<file path="src/rtl/coh_pkg.sv">
package coh_pkg;

    typedef enum logic [3:0] {
        ST_I   = 4'd0,
        ST_S   = 4'd1,
        ST_O   = 4'd2,
        ST_M   = 4'd3,
        ST_MW  = 4'd4,
        ST_MM  = 4'd5,
        ST_MMW = 4'd6,
        ST_IS  = 4'd7,
        ST_IM  = 4'd8,
        ST_SM  = 4'd9,
        ST_OM  = 4'd10
    } line_st_e;

    typedef enum logic [1:0] {
        OP_LOAD  = 2'd0,
        OP_STORE = 2'd1,
        OP_REPL  = 2'd2,
        OP_NONE  = 2'd3
    } cpu_op_e;

    typedef enum logic [2:0] {
        IN_DATA_S   = 3'd0,
        IN_DATA_E   = 3'd1,
        IN_DATA_X   = 3'd2,
        IN_ACK      = 3'd3,
        IN_INV      = 3'd4,
        IN_FWD_GETS = 3'd5,
        IN_FWD_GETX = 3'd6,
        IN_RSVD     = 3'd7
    } net_msg_e;

    typedef enum logic [2:0] {
        OUT_GETS     = 3'd0,
        OUT_GETX     = 3'd1,
        OUT_WB_DIRTY = 3'd2,
        OUT_WB_CLEAN = 3'd3,
        OUT_FWD_DATA = 3'd4,
        OUT_INV_ACK  = 3'd5
    } out_msg_e;

endpackage

</file>
<file path="src/rtl/coh_lock_timer.sv">
module coh_lock_timer #(
    parameter int TW = 16
) (
    input  logic          clk,
    input  logic          rst,
    input  logic          restart,
    input  logic          active,
    input  logic [TW-1:0] cfg_timeout,
    output logic          expired
);
    localparam logic [TW-1:0] ZERO = '0;
    localparam logic [TW-1:0] ONE  = TW'(1);

    logic [TW-1:0] remain;

    always_ff @(posedge clk) begin
        if (rst) begin
            remain <= ZERO;
        end else if (restart) begin
            remain <= cfg_timeout;
        end else if (active && remain != ZERO) begin
            remain <= remain - ONE;
        end
    end

    assign expired = active && (remain == ZERO);

endmodule

</file>
<file path="src/rtl/coh_ack_counter.sv">
module coh_ack_counter #(
    parameter int AW = 4
) (
    input  logic          clk,
    input  logic          rst,
    input  logic          load,
    input  logic [AW-1:0] load_val,
    input  logic          dec,
    output logic          last
);
    localparam logic [AW-1:0] ZERO = '0;
    localparam logic [AW-1:0] ONE  = AW'(1);

    logic [AW-1:0] due;

    always_ff @(posedge clk) begin
        if (rst) begin
            due <= ZERO;
        end else if (load) begin
            due <= load_val;
        end else if (dec && due != ZERO) begin
            due <= due - ONE;
        end
    end

    assign last = (due == ONE);

endmodule

</file>
<file path="src/rtl/coh_line_fsm.sv">
module coh_line_fsm
    import coh_pkg::*;
#(
    parameter int AW = 4
) (
    input  logic          clk,
    input  logic          rst,
    input  logic          cpu_valid,
    input  logic [1:0]    cpu_op,
    input  logic          dma_valid,
    input  logic          net_valid,
    input  logic [2:0]    net_msg,
    input  logic [AW-1:0] net_acks,
    input  logic          tmr_expired,
    input  logic          cnt_last,
    output line_st_e      st,
    output logic          cpu_ack,
    output logic          dma_grant,
    output logic          msg_valid,
    output out_msg_e      msg_type,
    output logic          tmr_restart,
    output logic          tmr_active,
    output logic          cnt_load,
    output logic          cnt_dec
);
    localparam logic [AW-1:0] NO_ACKS = '0;

    line_st_e nxt;
    logic     is_locked;
    logic     is_owner;
    logic     do_ld;
    logic     do_st;
    logic     do_rp;
    net_msg_e in_code;

    always_ff @(posedge clk) begin
        if (rst) begin
            st <= ST_I;
        end else begin
            st <= nxt;
        end
    end

    always_comb begin
        in_code   = net_msg_e'(net_msg);
        is_locked = (st == ST_MW) || (st == ST_MMW);
        is_owner  = (st == ST_O) || (st == ST_M) || (st == ST_MW) ||
                    (st == ST_MM) || (st == ST_MMW);
        do_ld     = cpu_valid && (cpu_op_e'(cpu_op) == OP_LOAD);
        do_st     = cpu_valid && (cpu_op_e'(cpu_op) == OP_STORE);
        do_rp     = cpu_valid && (cpu_op_e'(cpu_op) == OP_REPL);

        nxt       = st;
        cpu_ack   = 1'b0;
        msg_valid = 1'b0;
        msg_type  = OUT_GETS;
        cnt_load  = 1'b0;
        cnt_dec   = 1'b0;
        dma_grant = dma_valid && !is_locked;

        if (net_valid) begin
            unique case (in_code)
                IN_DATA_S: begin
                    if (st == ST_IS) begin
                        nxt     = ST_S;
                        cpu_ack = do_ld;
                    end
                end
                IN_DATA_E: begin
                    if (st == ST_IS) begin
                        nxt     = ST_MW;
                        cpu_ack = do_ld;
                    end
                end
                IN_DATA_X: begin
                    if (st == ST_IM || st == ST_SM) begin
                        if (net_acks == NO_ACKS) begin
                            nxt     = ST_MMW;
                            cpu_ack = do_st;
                        end else begin
                            nxt      = ST_OM;
                            cnt_load = 1'b1;
                        end
                    end
                end
                IN_ACK: begin
                    if (st == ST_OM) begin
                        if (cnt_last) begin
                            nxt     = ST_MMW;
                            cpu_ack = do_st;
                        end else begin
                            cnt_dec = 1'b1;
                        end
                    end
                end
                IN_INV: begin
                    msg_valid = 1'b1;
                    msg_type  = OUT_INV_ACK;
                    if (st == ST_S) begin
                        nxt = ST_I;
                    end else if (st == ST_SM) begin
                        nxt = ST_IM;
                    end
                end
                IN_FWD_GETS: begin
                    if (is_owner) begin
                        nxt       = ST_O;
                        msg_valid = 1'b1;
                        msg_type  = OUT_FWD_DATA;
                    end
                end
                IN_FWD_GETX: begin
                    if (is_owner) begin
                        nxt       = ST_I;
                        msg_valid = 1'b1;
                        msg_type  = OUT_FWD_DATA;
                    end
                end
                default: begin
                end
            endcase
        end else if (cpu_valid) begin
            unique case (st)
                ST_I: begin
                    if (do_ld) begin
                        nxt       = ST_IS;
                        msg_valid = 1'b1;
                        msg_type  = OUT_GETS;
                    end else if (do_st) begin
                        nxt       = ST_IM;
                        msg_valid = 1'b1;
                        msg_type  = OUT_GETX;
                    end else if (do_rp) begin
                        cpu_ack = 1'b1;
                    end
                end
                ST_S: begin
                    if (do_ld) begin
                        cpu_ack = 1'b1;
                    end else if (do_st) begin
                        nxt       = ST_SM;
                        msg_valid = 1'b1;
                        msg_type  = OUT_GETX;
                    end else if (do_rp) begin
                        nxt     = ST_I;
                        cpu_ack = 1'b1;
                    end
                end
                ST_O: begin
                    if (do_ld) begin
                        cpu_ack = 1'b1;
                    end else if (do_st) begin
                        nxt       = ST_SM;
                        msg_valid = 1'b1;
                        msg_type  = OUT_GETX;
                    end else if (do_rp) begin
                        nxt       = ST_I;
                        cpu_ack   = 1'b1;
                        msg_valid = 1'b1;
                        msg_type  = OUT_WB_DIRTY;
                    end
                end
                ST_M: begin
                    if (do_ld) begin
                        cpu_ack = 1'b1;
                    end else if (do_st) begin
                        nxt     = ST_MM;
                        cpu_ack = 1'b1;
                    end else if (do_rp) begin
                        nxt       = ST_I;
                        cpu_ack   = 1'b1;
                        msg_valid = 1'b1;
                        msg_type  = OUT_WB_CLEAN;
                    end
                end
                ST_MW: begin
                    if (do_ld) begin
                        cpu_ack = 1'b1;
                    end else if (do_st) begin
                        nxt     = ST_MMW;
                        cpu_ack = 1'b1;
                    end
                end
                ST_MM: begin
                    if (do_ld || do_st) begin
                        cpu_ack = 1'b1;
                    end else if (do_rp) begin
                        nxt       = ST_I;
                        cpu_ack   = 1'b1;
                        msg_valid = 1'b1;
                        msg_type  = OUT_WB_DIRTY;
                    end
                end
                ST_MMW: begin
                    cpu_ack = do_ld || do_st;
                end
                ST_SM, ST_OM: begin
                    cpu_ack = do_ld;
                end
                ST_IS, ST_IM: begin
                end
                default: begin
                end
            endcase
        end

        if (nxt == st && tmr_expired) begin
            nxt = (st == ST_MMW) ? ST_MM : ST_M;
        end

        tmr_active  = is_locked;
        tmr_restart = ((nxt == ST_MW) || (nxt == ST_MMW)) && (nxt != st);
    end

endmodule

</file>
<file path="src/rtl/l1_line_coh.sv">
module l1_line_coh
    import coh_pkg::*;
#(
    parameter int TW = 16,
    parameter int AW = 4
) (
    input  logic          clk,
    input  logic          rst,
    input  logic [TW-1:0] cfg_timeout,
    input  logic          cpu_valid,
    input  logic [1:0]    cpu_op,
    output logic          cpu_ack,
    input  logic          dma_valid,
    output logic          dma_grant,
    input  logic          net_valid,
    input  logic [2:0]    net_msg,
    input  logic [AW-1:0] net_acks,
    output logic          msg_valid,
    output logic [2:0]    msg_type,
    output logic [3:0]    line_state
);
    line_st_e st;
    out_msg_e mtype;
    logic     tmr_restart;
    logic     tmr_active;
    logic     tmr_expired;
    logic     cnt_load;
    logic     cnt_dec;
    logic     cnt_last;

    coh_line_fsm #(.AW(AW)) u_fsm (
        .clk         (clk),
        .rst         (rst),
        .cpu_valid   (cpu_valid),
        .cpu_op      (cpu_op),
        .dma_valid   (dma_valid),
        .net_valid   (net_valid),
        .net_msg     (net_msg),
        .net_acks    (net_acks),
        .tmr_expired (tmr_expired),
        .cnt_last    (cnt_last),
        .st          (st),
        .cpu_ack     (cpu_ack),
        .dma_grant   (dma_grant),
        .msg_valid   (msg_valid),
        .msg_type    (mtype),
        .tmr_restart (tmr_restart),
        .tmr_active  (tmr_active),
        .cnt_load    (cnt_load),
        .cnt_dec     (cnt_dec)
    );

    coh_lock_timer #(.TW(TW)) u_tmr (
        .clk         (clk),
        .rst         (rst),
        .restart     (tmr_restart),
        .active      (tmr_active),
        .cfg_timeout (cfg_timeout),
        .expired     (tmr_expired)
    );

    coh_ack_counter #(.AW(AW)) u_cnt (
        .clk      (clk),
        .rst      (rst),
        .load     (cnt_load),
        .load_val (net_acks),
        .dec      (cnt_dec),
        .last     (cnt_last)
    );

    assign line_state = st;
    assign msg_type   = mtype;

endmodule

</file>
<file path="config.mk">
export PLATFORM = sky130hd
export DESIGN_NAME = l1_line_coh
export DESIGN_NICKNAME = d
export VERILOG_FILES = /design/src/rtl/coh_pkg.sv /design/src/rtl/coh_lock_timer.sv /design/src/rtl/coh_ack_counter.sv /design/src/rtl/coh_line_fsm.sv /design/src/rtl/l1_line_coh.sv
export SDC_FILE = /design/constraint.sdc
export NUM_CORES = 1
export LEC_CHECK = 0
export ABC_CLOCK_PERIOD_IN_PS = 2700
export CORE_ASPECT_RATIO = 1.2
export CORE_UTILIZATION = 48
export CTS_CLUSTER_DIAMETER = 150
export DETAILED_ROUTE_END_ITERATION = 10
export PLACE_DENSITY = 0.77
export SYNTH_ARGS = -nofsm -noshare
export SYNTH_HDL_FRONTEND = slang
export SYNTH_SLANG_ARGS = --single-unit
</file>
<file path="constraint.sdc">
create_clock -name clk -period 2.7 [get_ports clk]
set_input_delay 0.81 -clock clk [delete_from_list [all_inputs] [get_ports clk]]
set_output_delay 0.81 -clock clk [all_outputs]
set_load 0.03 [all_outputs]
</file>
==> results.md, run 1 <==
- Antenna-violating nets left: 0
- Worst R2R Start: u_fsm.st[3]$_SDFF_PP0_
- Setup TNS Final: -0.304 ns
- Syn. warnings: 0
- IO Count: 40
- Startpoint Class: input pin
- Reg2Reg Depth: 10
- DR vias: 2413
- Avg Cell Area, Syn: 8.18 um^2
- Yosys reg bits: 24
- Design area: 3110 um^2
- Placed cell areas: 2820 um^2
- CTS clk-pin slew, worst paths: 0.08 ns
- Final Cycle Share: 105%
- HP Class: register to register
- Clk_lat worst skew: 0.26 ns
- Status: complete, but fails checks
- Commonest cells in the netlist: nor3_1 (29), dfxtp_1 (24), a21oi_1 (18)
- Distinct cells, synth: 73
- Die X: 63.5 um
- Initial antenna violation count: 0
- GRT Util Overall: 26.4%
- Max clock buf depth: 2
- RR Endpoint: u_tmr.remain[15]$_SDFFE_PP0P_
- First-pass GRT wire length: 10.1 mm
- MaxCap Viol Count: 0
- Hold Vio Cnt, Final: 0
- Clk pwr share: 22.5%
- Crit path launch: net_msg[1]
- Final max-slew violation count: 0
- Failing checks: setup timing
- CTS tree: built
- Slew headroom: 30.5%
- DR vias/cell: 6.14
- Die H: 75.8 um
- Slew @ Worst Pin: 1.03 ns
- Fin util: 72.4%
- Core ar.: 4290 um^2
- Diode count: 0
- EDFF count, synth: 0
- Highest net fanout along the worst path: 2
- DR DRC count: 0
- Synth async-reset ratio: 0%
- Top-count cell post-synth: nor3_1
- Fillers: 326
- Clock Skew: 0.00206 ns
- Area growth, synth to finish: 42.8%
- CTS H-tree depth: 1
- Drt total wl: 6.41 mm
- Gp weighted congestion: 0.895
- Row count: 26
- RSZ-0062 raised after global routing: true
- Share of cells above drive strength 1: 36.2%
- Crit path arrival time: 2.04 ns
- Number of global-route vias before repair: 2240
- Syn nets: 300
- Clk sink count: 24
- Overflow left after global routing: 0
- DR WL/cell: 16.3 um
- Crit path to: cpu_ack
- Worst vdd ir: 0.389 mV
- Internal power: 891 uW
- Gate Count Post-Synth: 266
- Pre-CTS worst setup slack: -0.650 ns
- Hpwl dp: 4.32 mm
- Main flop type after synthesis: dfxtp_1
- CTS Buf Count: 3
- Post-synthesis sequential area ratio: 22.1%
- DRT Pass-1 Iters: 4
- Nets: 372
- Reg2Reg Setup Slack: 0.13 ns
- Worst EP required: 1.89 ns
- Switching Share: 35.2%
- Area of the mapped netlist: 2180 um^2
- Synth area leaders: dfxtp_1 (22%), nor3_1 (6.7%), xnor2_1 (5.2%), a211oi_2 (5.2%), a21oi_1 (4.1%)
- Pwr per Cell Area: 442 nW/um^2
- Final setup violation count: 5
- Leading area contributor after synthesis: dfxtp_1
- Worst Setup Slack, final: -0.146 ns
- Synth top area share: 22.1%
- Leakage power: 1.16 nW
- Root Driver: clkbuf_8
- Fmax: 351 MHz
- I/O Buffers: 39
- # hold bufs at CTS: 0
- Combinational cell fraction of total power: 44.4%
- Largest net degree at the start of global routing: 17
- Critical Path End Type: primary output
- Initial Utilization: 50.7%
- WS Path Type: input pin to primary output
- Die Footprint: 4810 um^2
- Drt initial violations: 213
- Sw Pwr: 485 uW
- Period minus WS final: 2.85 ns
- Reg power frac: 33.0%
## layout make-up
class	count	area, um^2	share of cell area [%]
sequential	24	490	15.8
tap	56	70.1	2.25
multi-input combinational	213	1700	54.6
clock buffer	3	41.3	1.33
clock inverter	1	30.0	0.966
timing repair buffer	86	743	23.9
inverter	10	37.5	1.21
## critical path, stage by stage
cell and delay (ns):
buf_8 0.08, nand3b_4 0.09, nor4_4 0.33, a32oi_2 0.19
nand2_1 0.11, o2111ai_2 0.08, o21ai_1 0.09, and2_4 0.15
buf_6 0.12
## flip-flops by register name, summed over array words and instances, names as in the netlist
| register | cells |
|---|---|
| u_cnt.due | 4 |
| u_tmr.remain | 16 |
| u_fsm.st | 4 |
## power groups by stage
| stage | Sequential (mW) | Clock [mW] | Combinational [mW] |
|---|---|---|---|
| after floorplan | 0.456 | 0 | 0.386 |
| after global routing | 0.459 | 0.337 | 0.658 |
| final | 0.454 | 0.310 | 0.611 |
| after CTS | 0.452 | 0.315 | 0.574 |
| after global placement | 0.456 | 0 | 0.538 |
| after detailed placement | 0.458 | 0 | 0.548 |
## placed cells by master, fill, tap and decap left out, types with 3 or more instances in the layout
cell and n:
buf_4 47, nor4_4 3, clkbuf_8 3, nand3_1 5, nor4_1 3, nand2_1 13, o21ai_1 3, nand2b_1 6
inv_1 9, clkdlybuf4s50_1 22, buf_2 3, xor2_1 3, or3_4 3, nor3_1 22, nor3_2 6, nor2_1 14
ha_1 4, nor3b_1 3, o31ai_1 3, a211oi_1 4, dfxtp_1 20, buf_6 6, a211oi_2 13, dlygate4sd2_1 3
xnor2_1 13, o22ai_1 4, a21oi_1 16
## stage by stage
stage	power, mW	std cells	hold slack, ns
floorplan	0.841	266	0.457
global placement	0.994	380	0.469
detailed placement	1.01	380	0.481
CTS	1.34	387	0.492
global route	1.45	393	0.526
finish	1.38	393	0.491
## repair_timing
item	in CTS	in global routing
hold endpoints to repair	0	0
setup buffers	4	5
cloned	0	1
gates resized for setup	56	26
setup endpoints to repair	23	21
pin swaps	10	10
## per-layer routing
layer  track usage, %  vias to the layer above  share of wire [%]
li1                 -                     1153                  -
met1             30.9                     1142                 39
met2             48.5                       96                 54
met3             2.40                       22                4.2
met4             13.6                        0                2.9
met5                0                        -                  0
## cells by family after synthesis
family	count (synthesis)	share of synthesized area (%)
compound gates	83	30.9
xor+xnor	16	6.44
fa+ha+maj	5	2.76
buf+inv	30	7.87
flops	24	22.1
mux	1	0.517
simple gates	107	29.4
## worst min path at each step
stage / start / to / slack (ns) / cells past startpoint
finish: u_cnt.due[1]$_SDFFE_PP0P_ / u_cnt.due[1]$_SDFFE_PP0P_ / 0.49 / 2
global route: u_cnt.due[1]$_SDFFE_PP0P_ / u_cnt.due[1]$_SDFFE_PP0P_ / 0.53 / 2
CTS: u_cnt.due[1]$_SDFFE_PP0P_ / u_cnt.due[1]$_SDFFE_PP0P_ / 0.49 / 2
detailed placement: u_cnt.due[1]$_SDFFE_PP0P_ / u_cnt.due[1]$_SDFFE_PP0P_ / 0.48 / 2
global placement: u_cnt.due[1]$_SDFFE_PP0P_ / u_cnt.due[1]$_SDFFE_PP0P_ / 0.47 / 2
floorplan: u_cnt.due[1]$_SDFFE_PP0P_ / u_cnt.due[1]$_SDFFE_PP0P_ / 0.46 / 2
(Power assumes the default switching activity.)
==> run 2, diff against run 1 <==
--- a/config.mk
+++ b/config.mk
@@ -5,7 +5,6 @@
 export SDC_FILE = /design/constraint.sdc
 export NUM_CORES = 1
 export LEC_CHECK = 0
-export ABC_CLOCK_PERIOD_IN_PS = 2700
 export CORE_ASPECT_RATIO = 1.2
 export CORE_UTILIZATION = 48
 export CTS_CLUSTER_DIAMETER = 150
==> results of run 2 <==
Final layout, timing and power as in run 1 (identical DEF).
==> run 3, diff against run 2 <==
--- a/config.mk
+++ b/config.mk
@@ -6,7 +6,7 @@
 export NUM_CORES = 1
 export LEC_CHECK = 0
 export CORE_ASPECT_RATIO = 1.2
-export CORE_UTILIZATION = 48
+export CORE_UTILIZATION = 50
 export CTS_CLUSTER_DIAMETER = 150
 export DETAILED_ROUTE_END_ITERATION = 10
 export PLACE_DENSITY = 0.77
==> constraint.sdc (replaced) <==
create_clock -name clk -period 3.3 [get_ports clk]
set_input_delay 0.99 -clock clk [delete_from_list [all_inputs] [get_ports clk]]
set_output_delay 0.99 -clock clk [all_outputs]
set_load 0.03 [all_outputs]
==> results.md, run 3 (same netlist as run 1, synthesis figures left out) <==
- Status: completed
- CTS H-tree depth: 1 (unchanged)
- DR vias: 2323 (-3.7%)
- Die Footprint: 4620 um^2 (-3.9%)
- GRT Util Overall: 26.4% (-0.060 points)
- Area growth, synth to finish: 33.7%
- CTS clk-pin slew, worst paths: 0.09 ns (about the same)
- Crit path arrival time: 2.24 ns (+0.20 ns)
- Most frequent cells in the layout: buf_4 (39), nor3_1 (27), clkdlybuf4s50_1 (23)
- Placed insts: 372 (-2.1%)
- IO Count: 40 (unchanged)
- Startpoint Class: input pin
- MaxCap Viol Count: 0 (unchanged)
- Pre-CTS worst setup slack: -0.335 ns (+0.315 ns)
- Antenna-violating nets left: 0 (unchanged)
- Die X: 62.2 um (-2.0%)
- Worst EP required: 2.31 ns (+0.42 ns)
- Slew @ Worst Pin: 1.04 ns (+0.00907 ns)
- Overflow left after global routing: 0 (unchanged)
- Drt initial violations: 199 (-6.6%)
- Initial antenna violation count: 0 (unchanged)
- Placed cell areas: 2750 um^2 (-2.4%)
- Diode count: 0 (unchanged)
- Clk_lat worst skew: 0.27 ns (about the same)
- Root Driver: clkbuf_8
- Fmax: 310 MHz
- Largest regs: u_tmr.remain (16), u_cnt.due (4), u_fsm.st (4)
- Core ar.: 4070 um^2 (-5.3%)
- DRT Pass-1 Iters: 4 (unchanged)
- Largest net degree at the start of global routing: 17 (unchanged)
- Hpwl dp: 4.04 mm (-6.4%)
- # hold bufs at CTS: 0 (unchanged)
- Leakage power: 1.10 nW (-5.2%)
- Worst Setup Slack, final: 0.0740 ns (+0.220 ns)
- Hold Vio Cnt, Final: 0 (unchanged)
- Final max-slew violation count: 0 (unchanged)
- Setup TNS Final: 0 ns (+0.304 ns)
- Clk sink count: 24 (unchanged)
- Non-Filler Instances: 381 (-3.1%)
- Highest net fanout along the worst path: 2 (unchanged)
- CTS tree: built
- HP Class: register to register
- CTS Buf Count: 3 (unchanged)
- DR DRC count: 0 (unchanged)
- Pwr per Cell Area: 370 nW/um^2 (-16%)
- Design area: 2910 um^2 (-6.4%)
- Gp weighted congestion: 0.861 (-3.8%)
- Row count: 25 (-3.8%)
- Clock Skew: 0.00233 ns (+0.000268 ns)
- Number of global-route vias before repair: 2235 (-0.22%)
- I/O Buffers: 39 (unchanged)
- DR WL/cell: 15.3 um (-6.3%)
- Final setup violation count: 0 (-5)
- Period minus WS final: 3.23 ns
- First-pass GRT wire length: 9.99 mm (-1.2%)
- Fin util: 71.6% (-0.81 points)
- Reg2Reg Setup Slack: 0.50 ns (+0.37 ns)
- Share of cells above drive strength 1: 27.8% (-8.4 points)
- Worst vdd ir: 0.296 mV (-24%)
- WS Path Type: input pin to primary output
- Most common cell after layout, fill and taps aside: buf_4
- Critical Path End Type: primary output
- Die H: 74.3 um (-2.0%)
- Drt total wl: 5.82 mm (-9.1%)
- DR vias/cell: 6.10 (-0.70%)
- Max FFs per register: 16 (unchanged)
- Largest reg by FF count: u_tmr.remain
- Nets: 362 (-2.7%)
- Initial Utilization: 53.5% (+2.8 points)
- Max clock buf depth: 2 (unchanged)
- Slew headroom: 29.9% (-0.61 points)
- Final Cycle Share: 97.8%
## run 3: changes by cell type in the layout (fill, tap and decap cells not counted), sizes merged
| cell | previous run | this run |
|---|---|---|
| clkdlybuf4s50 | 22 | 23 |
| clkdlybuf4s15 | 3 | 0 |
| buf | 58 | 46 |
| or2 | 3 | 2 |
| clkbuf | 3 | 7 |
| dlymetal6s2s | 0 | 1 |
## run 3: what timing repair did
item,in CTS,in global routing
setup buffers,2,3
pin swaps,5,6
setup endpoints to repair,4,3
gates resized for setup,25,21
## run 3: final cells by class
class                   instances  area [um^2]
multi-input cells             212         1590
fillers                       347         1150
repair buffers                 77          666
flip-flops and latches         24          483
well taps                      54         67.6
clock buffers                   3         41.3
inverters                      10         37.5
clock inverters                 1         30.0
## run 3: stage by stage
step | hold slack (ns) | power [mW]
final | 0.488 | 1.08
after global routing | 0.523 | 1.14
after CTS | 0.492 | 1.07
after detailed placement | 0.481 | 0.809
after global placement | 0.474 | 0.801
after floorplan | 0.457 | 0.683
## run 3: final timing paths
path / startpoint / to / cells past startpoint
worst max-delay path: net_acks[3] / cpu_ack / 9
worst min-delay path: u_cnt.due[1]$_SDFFE_PP0P_ / u_cnt.due[1]$_SDFFE_PP0P_ / 2
worst min register to register: u_cnt.due[1]$_SDFFE_PP0P_ / u_cnt.due[1]$_SDFFE_PP0P_ / 2
worst max register to register: u_fsm.st[1]$_SDFF_PP0_ / u_tmr.remain[3]$_SDFFE_PP0P_ / 11
## run 3: where the power goes
group / switching, mW / total [mW] / internal [mW]
Sequential: 0.0483 / 0.377 / 0.329
Combinational: 0.227 / 0.440 / 0.214
Clock: 0.0978 / 0.260 / 0.162
Total: 0.373 / 1.08 / 0.705
## run 3: layer usage
layer	share of wire, %	GRT usage, %	up-vias
li1	-	-	1136
met1	43	30.1	1108
met2	53	52.3	72
met3	3.3	2.45	7
met4	1.3	7.75	0
met5	0	0	-
## run 3: worst max-delay path, cell delays in order
cell and delay [ns]:
dlygate4sd2_1 0.26, nor4_2 0.16, buf_4 0.16, a32oi_2 0.07, nand2_1 0.10, o2111ai_1 0.12
o21ai_1 0.10, and2_1 0.15, buf_6 0.13
